File: src/rtl/pot_exec_pkg.sv
package pot_exec_pkg;
  localparam int BYTE_W = 8;
  localparam int OP_W   = 4;
  localparam int REG_W  = 2;
  localparam int CH_W   = 2;
  localparam int NCH    = 1 << CH_W;
  localparam int NREG   = 1 << REG_W;

  typedef enum logic [3:0] {
    K_NONE, K_RD_POS, K_WR_POS, K_RD_ST, K_WR_ST,
    K_S2P, K_P2S, K_GS2P, K_GP2S, K_STEP
  } act_e;

  typedef struct packed {
    act_e             kind;
    logic [REG_W-1:0] reg_sel;
    logic [CH_W-1:0]  ch;
  } cmd_t;

  typedef enum logic [2:0] {
    F_IDLE, F_CMD, F_DATA, F_READ, F_STEP, F_DRAIN
  } fstate_e;
endpackage

File: src/rtl/pot_cmd_decode.sv
module pot_cmd_decode
  import pot_exec_pkg::*;
(
  input  logic [BYTE_W-1:0] byte_in,
  output cmd_t              cmd
);
  logic [OP_W-1:0] op;
  logic            ch_zero;

  assign op      = byte_in[BYTE_W-1 -: OP_W];
  assign ch_zero = (byte_in[CH_W-1:0] == '0);

  always_comb begin
    cmd.reg_sel = byte_in[CH_W +: REG_W];
    cmd.ch      = byte_in[CH_W-1:0];
    unique case (op)
      4'b1001: cmd.kind = K_RD_POS;
      4'b1010: cmd.kind = K_WR_POS;
      4'b1011: cmd.kind = K_RD_ST;
      4'b1100: cmd.kind = K_WR_ST;
      4'b1101: cmd.kind = K_S2P;
      4'b1110: cmd.kind = K_P2S;
      4'b0001: cmd.kind = ch_zero ? K_GS2P : K_NONE;
      4'b1000: cmd.kind = ch_zero ? K_GP2S : K_NONE;
      4'b0010: cmd.kind = K_STEP;
      default: cmd.kind = K_NONE;
    endcase
  end
endmodule

File: src/rtl/pot_wiper_bank.sv
module pot_wiper_bank
  import pot_exec_pkg::*;
#(
  parameter int           W         = 6,
  parameter logic [W-1:0] RESET_VAL = 6'h20
) (
  input  logic                     clk,
  input  logic                     rst_n,
  input  logic [NCH-1:0]           load_mask,
  input  logic [NCH-1:0][W-1:0]    load_val,
  input  logic                     step_en,
  input  logic [CH_W-1:0]          step_ch,
  input  logic                     step_up,
  input  logic                     step_dn,
  output logic [NCH-1:0][W-1:0]    pos
);
  localparam logic [W-1:0] TOP = '1;
  localparam logic [W-1:0] BOT = '0;

  for (genvar c = 0; c < NCH; c++) begin : g_ch
    logic [W-1:0] pos_q;
    logic         mine;
    assign mine = step_en && (step_ch == CH_W'(c));

    always_ff @(posedge clk or negedge rst_n) begin
      if (!rst_n) begin
        pos_q <= RESET_VAL;
      end else if (load_mask[c]) begin
        pos_q <= load_val[c];
      end else if (mine && step_up && !step_dn && pos_q != TOP) begin
        pos_q <= pos_q + 1'b1;
      end else if (mine && step_dn && !step_up && pos_q != BOT) begin
        pos_q <= pos_q - 1'b1;
      end
    end
    assign pos[c] = pos_q;
  end
endmodule

File: src/rtl/pot_store_bank.sv
module pot_store_bank
  import pot_exec_pkg::*;
#(
  parameter int           W         = 6,
  parameter logic [W-1:0] RESET_VAL = 6'h20
) (
  input  logic                   clk,
  input  logic                   rst_n,
  input  logic [NCH-1:0]         commit_mask,
  input  logic [REG_W-1:0]       commit_reg,
  input  logic [NCH-1:0][W-1:0]  commit_val,
  input  logic [CH_W-1:0]        rd_ch,
  input  logic [REG_W-1:0]       rd_reg,
  output logic [W-1:0]           rd_val,
  output logic [NCH-1:0][W-1:0]  row_val
);
  logic [NCH-1:0][NREG-1:0][W-1:0] cells;

  for (genvar c = 0; c < NCH; c++) begin : g_ch
    for (genvar r = 0; r < NREG; r++) begin : g_reg
      logic [W-1:0] cell_q;
      always_ff @(posedge clk or negedge rst_n) begin
        if (!rst_n)
          cell_q <= RESET_VAL;
        else if (commit_mask[c] && commit_reg == REG_W'(r))
          cell_q <= commit_val[c];
      end
      assign cells[c][r] = cell_q;
    end
    assign row_val[c] = cells[c][rd_reg];
  end

  assign rd_val = cells[rd_ch][rd_reg];
endmodule

File: src/rtl/pot_nv_timer.sv
module pot_nv_timer #(
  parameter int BUSY_CYCLES = 5000
) (
  input  logic clk,
  input  logic rst_n,
  input  logic start,
  output logic busy,
  output logic done
);
  localparam int CW = $clog2(BUSY_CYCLES + 1);
  logic [CW-1:0] cnt_q;

  always_ff @(posedge clk or negedge rst_n) begin
    if (!rst_n)               cnt_q <= '0;
    else if (start && !busy)  cnt_q <= CW'(BUSY_CYCLES);
    else if (cnt_q != '0)     cnt_q <= cnt_q - 1'b1;
  end

  assign busy = (cnt_q != '0);
  assign done = (cnt_q == CW'(1));
endmodule

File: src/rtl/pot_exec.sv
module pot_exec
  import pot_exec_pkg::*;
#(
  parameter int           W           = 6,
  parameter int           BUSY_CYCLES = 5000,
  parameter logic [W-1:0] RESET_VAL   = 6'h20
) (
  input  logic                clk,
  input  logic                rst_n,
  input  logic                frame_open,
  input  logic                bus_stop,
  input  logic                in_valid,
  output logic                in_ready,
  input  logic [BYTE_W-1:0]   in_data,
  output logic                ack_valid,
  output logic                ack_ok,
  output logic                rd_valid,
  input  logic                rd_ready,
  output logic [BYTE_W-1:0]   rd_data,
  input  logic                step_up,
  input  logic                step_dn,
  input  logic                wp_n,
  output logic                busy,
  output logic                step_active,
  output logic [NCH*W-1:0]    pos_out
);
  localparam int PAD = BYTE_W - W;

  fstate_e               fstate;
  cmd_t                  cur, dec;
  logic [NCH-1:0]        pend_mask;
  logic [REG_W-1:0]      pend_reg;
  logic [NCH-1:0][W-1:0] pend_val;

  logic                  accept, frame_go, nv_done;
  logic [NCH-1:0]        ld_mask;
  logic [NCH-1:0][W-1:0] ld_val, pos, row_val;
  logic [W-1:0]          st_val;

  assign in_ready    = (fstate != F_READ);
  assign accept      = in_valid && in_ready;
  assign step_active = (fstate == F_STEP);
  assign pos_out     = pos;

  pot_cmd_decode u_dec (.byte_in(in_data), .cmd(dec));

  always_comb begin
    ld_mask = '0;
    ld_val  = '0;
    frame_go = frame_open && !busy;
    if (accept && !bus_stop && !frame_go) begin
      if (fstate == F_CMD && dec.kind == K_S2P) begin
        ld_mask[dec.ch] = 1'b1;
        ld_val[dec.ch]  = st_val;
      end else if (fstate == F_CMD && dec.kind == K_GS2P) begin
        ld_mask = '1;
        ld_val  = row_val;
      end else if (fstate == F_DATA && cur.kind == K_WR_POS) begin
        ld_mask[cur.ch] = 1'b1;
        ld_val[cur.ch]  = in_data[W-1:0];
      end
    end
  end

  pot_wiper_bank #(.W(W), .RESET_VAL(RESET_VAL)) u_wiper (
    .clk(clk), .rst_n(rst_n),
    .load_mask(ld_mask), .load_val(ld_val),
    .step_en(fstate == F_STEP), .step_ch(cur.ch),
    .step_up(step_up), .step_dn(step_dn),
    .pos(pos)
  );

  pot_store_bank #(.W(W), .RESET_VAL(RESET_VAL)) u_store (
    .clk(clk), .rst_n(rst_n),
    .commit_mask(nv_done ? pend_mask : '0),
    .commit_reg(pend_reg), .commit_val(pend_val),
    .rd_ch(dec.ch), .rd_reg(dec.reg_sel),
    .rd_val(st_val), .row_val(row_val)
  );

  pot_nv_timer #(.BUSY_CYCLES(BUSY_CYCLES)) u_timer (
    .clk(clk), .rst_n(rst_n),
    .start(bus_stop && pend_mask != '0),
    .busy(busy), .done(nv_done)
  );

  always_ff @(posedge clk or negedge rst_n) begin
    if (!rst_n) begin
      fstate    <= F_IDLE;
      cur       <= '0;
      ack_valid <= 1'b0;
      ack_ok    <= 1'b0;
      rd_valid  <= 1'b0;
      rd_data   <= '0;
      pend_mask <= '0;
      pend_reg  <= '0;
      pend_val  <= '0;
    end else begin
      ack_valid <= 1'b0;
      if (nv_done) pend_mask <= '0;

      if (bus_stop) begin
        fstate   <= F_IDLE;
        rd_valid <= 1'b0;
      end else if (frame_go) begin
        fstate   <= F_CMD;
        rd_valid <= 1'b0;
      end else if (fstate == F_READ) begin
        if (rd_ready) begin
          rd_valid <= 1'b0;
          fstate   <= F_DRAIN;
        end
      end else if (accept) begin
        unique case (fstate)
          F_CMD: begin
            ack_valid <= 1'b1;
            ack_ok    <= (dec.kind != K_NONE);
            cur       <= dec;
            fstate    <= F_DRAIN;
            unique case (dec.kind)
              K_RD_POS: begin
                rd_valid <= 1'b1;
                rd_data  <= {{PAD{1'b0}}, pos[dec.ch]};
                fstate   <= F_READ;
              end
              K_RD_ST: begin
                rd_valid <= 1'b1;
                rd_data  <= {{PAD{1'b0}}, st_val};
                fstate   <= F_READ;
              end
              K_WR_POS, K_WR_ST: fstate <= F_DATA;
              K_STEP:            fstate <= F_STEP;
              K_P2S: if (wp_n) begin
                pend_mask          <= '0;
                pend_mask[dec.ch]  <= 1'b1;
                pend_reg           <= dec.reg_sel;
                pend_val[dec.ch]   <= pos[dec.ch];
              end
              K_GP2S: if (wp_n) begin
                pend_mask <= '1;
                pend_reg  <= dec.reg_sel;
                pend_val  <= pos;
              end
              default: ;
            endcase
          end
          F_DATA: begin
            ack_valid <= 1'b1;
            ack_ok    <= 1'b1;
            fstate    <= F_DRAIN;
            if (cur.kind == K_WR_ST && wp_n) begin
              pend_mask          <= '0;
              pend_mask[cur.ch]  <= 1'b1;
              pend_reg           <= cur.reg_sel;
              pend_val[cur.ch]   <= in_data[W-1:0];
            end
          end
          F_STEP, F_DRAIN: begin
            ack_valid <= 1'b1;
            ack_ok    <= 1'b0;
          end
          default: ;
        endcase
      end
    end
  end
endmodule

File: config.mk
export PLATFORM = sky130hd
export DESIGN_NAME = pot_exec
export DESIGN_NICKNAME = d
export VERILOG_FILES = /design/src/rtl/pot_exec_pkg.sv /design/src/rtl/pot_cmd_decode.sv /design/src/rtl/pot_wiper_bank.sv /design/src/rtl/pot_store_bank.sv /design/src/rtl/pot_nv_timer.sv /design/src/rtl/pot_exec.sv
export SDC_FILE = /design/constraint.sdc
export NUM_CORES = 1
export LEC_CHECK = 0
export ABC_AREA = 1
export BUFFER_PORTS_ARGS = -buffer_cell sky130_fd_sc_hd__clkbuf_2
export CORE_MARGIN = 4
export CORE_UTILIZATION = 56
export CTS_CLUSTER_SIZE = 28
export DETAILED_ROUTE_END_ITERATION = 12
export PLACE_DENSITY = 0.79
export SYNTH_ARGS = -nofsm -noshare
export SYNTH_HDL_FRONTEND = slang
export SYNTH_SLANG_ARGS = --single-unit
File: constraint.sdc
create_clock -name clk -period 2.8 [get_ports clk]
set_input_delay 0.42 -clock clk [delete_from_list [all_inputs] [get_ports clk]]
set_output_delay 0.42 -clock clk [all_outputs]
set_load 0.03 [all_outputs]
==> results.toml <==
[cts]
cts_buffer_depth = 2
post_cts_buffers = 0
cts.htree.levels = 4
cts_tree = "done"
numCtsBuffers = 17
clk-insertion-delay-late_ns = 0.45
clk_pin_slew_ns = 0.07
cts_sinks = 183
cts_root_buf = "clkbuf_16"

[floorplan]
core_um2 = 19700
ioPinCount = 55
die-area_um2 = 22600
rows = 51
die_h_um = 150
start_util_pct = 57.5
die_w_um = 150

[setup_path]
cp_max_fo = 7
reg2reg_from = "fstate[0]$_DFFE_PN0P_"
crit_type = "register to register"
cp.required_ns = 3.18
cp_slowest_cell = "dfrtp_1"
crit_arrival_ns = 3.00
cp_slowest_stage_delay_ns = 0.46
crit_path_end_kind = "register"
path_cells = "inv_1, nand3_1, nor2_1, nand3_2, ha_1, a21oi_1, o21ai_0, nor2_1, inv_1, nand2_1, nand2_1, nand2_1, nand3_1, nand2_1, inv_1"
critPathLaunch = "fstate[0]$_DFFE_PN0P_"
crit_path_frequent_cell = "nand2_1"
startpoint_type = "register"

[finish]
largestRegisters = "u_store.g_ch.g.cell_q: 96 flops, pend_val: 24 flops, u_wiper.g_ch.pos_q: 24 flops"
fin_area_um2 = 12600
regMostFlops = "u_store.g_ch.g.cell_q"
fin_nets = 1696
diodes = 0
area_growth_syn_to_layout_pct = 11.5
layout_common_cells = "nand2_1 (489), o21ai_0 (193), dfrtp_1 (163)"
largest_reg_flops = 96
instances_no_fill = 1934
drive_gt1_share_pct = 11.9
final_common_cell = "nand2_1"

[power]
internal_power_uw = 5430
power_frac_clock_pct = 26.0
ir_drop_uv = 721
switching_share_pct = 42.4
p_per_area_nw_per_um2 = 745
pwr-share-seq_pct = 36.7
finalPower_uw = 9430
p_leak_uw = 0.00590
combPwrFrac_pct = 37.2
p_sw_uw = 3990

[global_route]
grt_pass1_wl_mm = 54.7
grt_util_all_layers_pct = 30.8
grt-ovfl-total = 0
grt_max_degree = 67
grt_antenna_before_repair = 0
first_global_vias = 10500

[place]
place_inst = 1901
dpl.hpwl_mm = 25.2
place_congestion = 1.02
pre_cts_slack_ns = 0.156
placedInstanceArea_um2 = 12000
port_buffers = 52

[detailed_routing]
drt-total-wl_mm = 34.2
route.vias.total = 11300
first_pass_iters = 6
drt_iter0_drc = 1493
antenna_left = 0
drc = 0
wl_per_cell_um = 17.7
via_per_inst = 5.86

[sta]
fin_crit_ns = 2.62
rsz0062_at_grt = "true"
relSlewSlack_pct = 58.0
finalMaxSlewViolations = 0
hold_viol_final = 0
fin_ws_ns = 0.183
skew_ns = 0.0138
setup_tns_ns = 0
max_freq_mhz = 382
finalCritPeriodShare_pct = 93.5
tightest_slew_ns = 0.630
setup_violations = 0

[worst_hold_path]
min_from = "rd_ready"
hold_path.class = "primary input to register"

[logic_synthesis]
synth.distinct_cells = 43
syn-mean-instance-area_um2 = 7.05
ys_ff_latch = 183
synth_ff_type = "dfrtp_1"
syn_inst = 1608
synth-async-reset-ratio_pct = 100
yosys_warnings = 0
synth_area_um2 = 11300
seq_area_frac_synth_pct = 40.6
synth_edf_count = 0

[job]
max_cap_violations = 0

[status]
status = "finished, final reports clean"
critical path, delay by kind of cell, from the launching register on:
kind / cells / cell delay (ns)
AO/OA/AOI/OAI: 2 / 0.29
AND/OR/NAND/NOR: 9 / 1.22
adder cells (fa/ha/maj): 1 / 0.40
buffers and inverters: 3 / 0.19
flip-flops: 1 / 0.46
area by class of cell:
cell class	count	area (um^2)
clock buffer	18	439
clock inverter	14	161
fill	1756	7070
inverter	150	563
multi-input combinational	1209	5910
sequential	183	4600
tap	265	332
timing repair buffer	95	642
metal layers:
layer / up-vias / GRT usage (%) / wire length [um]
li1: 5378 / - / -
met1: 5286 / 41.1 / 13800
met2: 558 / 50.4 / 16200
met3: 107 / 6.26 / 2970
met4: 0 / 10.4 / 1220
met5: - / 0 / 0
worst paths after layout:
check	to	slack (ns)	cells past startpoint
min	rd_valid$_DFFE_PN0P_	0.32	4
min reg2reg	rd_data[1]$_DFFE_PN0P_	0.49	2
max	u_wiper.g_ch[2].pos_q[5]$_DFFE_PN1P_	0.18	15
max reg2reg	u_wiper.g_ch[2].pos_q[5]$_DFFE_PN1P_	0.18	15
max in group asynchronous	u_store.g_ch[0].g_reg[3].cell_q[5]$_DFFE_PN1P_	1.44	3
min in group asynchronous	u_store.g_ch[3].g_reg[1].cell_q[1]$_DFFE_PN0P_	0.54	2
repair_timing:
action                                 CTS  global route
setup endpoints to repair                0             7
endpoints found under the hold margin    4             0
hold buffers                             1             0
gates resized for setup                  0             6
cell usage after synthesis, drive strengths merged (3+ instances only):
cell type | count | share of area (%)
xor2 | 15 | 1.2
nand2 | 495 | 17
nand3 | 171 | 8.4
dfstp | 20 | 4.6
and2 | 3 | 0.17
inv | 149 | 4.9
a21oi | 48 | 2.2
buf | 27 | 1.3
nor3 | 16 | 0.71
dfrtp | 163 | 36
o21ai | 217 | 9.6
o22ai | 5 | 0.28
o211ai | 21 | 1.4
a31oi | 17 | 0.94
nor2 | 128 | 4.8
ha | 19 | 2.1
clkbuf | 40 | 1.3
o21a | 5 | 0.33
xnor2 | 3 | 0.23
fa | 4 | 0.71
or2 | 3 | 0.17
nand4 | 23 | 1.3
nand3b | 3 | 0.20
metrics by stage:
stage | hold slack (ns) | util (%)
final | 0.318 | 64.1
after global routing | 0.377 | 64.1
after CTS | 0.316 | 64.0
after detailed placement | 0.466 | 60.9
after global placement | 0.459 | 60.9
after floorplan | 0.124 | -
kinds of logic after synthesis:
family                     Yosys count  share of synthesized area (%)
AOI/OAI and AO/OA                  320                           15.1
xor gates and xnor gates            18                           1.39
adders and majority gates           23                           2.80
buffers and inverters              217                           7.60
DFF                                183                           40.6
other                                1                         0.0331
and+or+nand+nor                    846                           32.4
power groups by stage:
stage	clock (uW)	sequential (uW)	combinational, uW
3_5_place_dp	0	3490	3440
3_3_place_gp	0	3490	3350
6_report	2450	3460	3510
5_1_grt	2580	3500	3870
2_1_floorplan	0	3800	1940
4_1_cts	2470	3450	3460
Power figures use the tool's default switching activity.
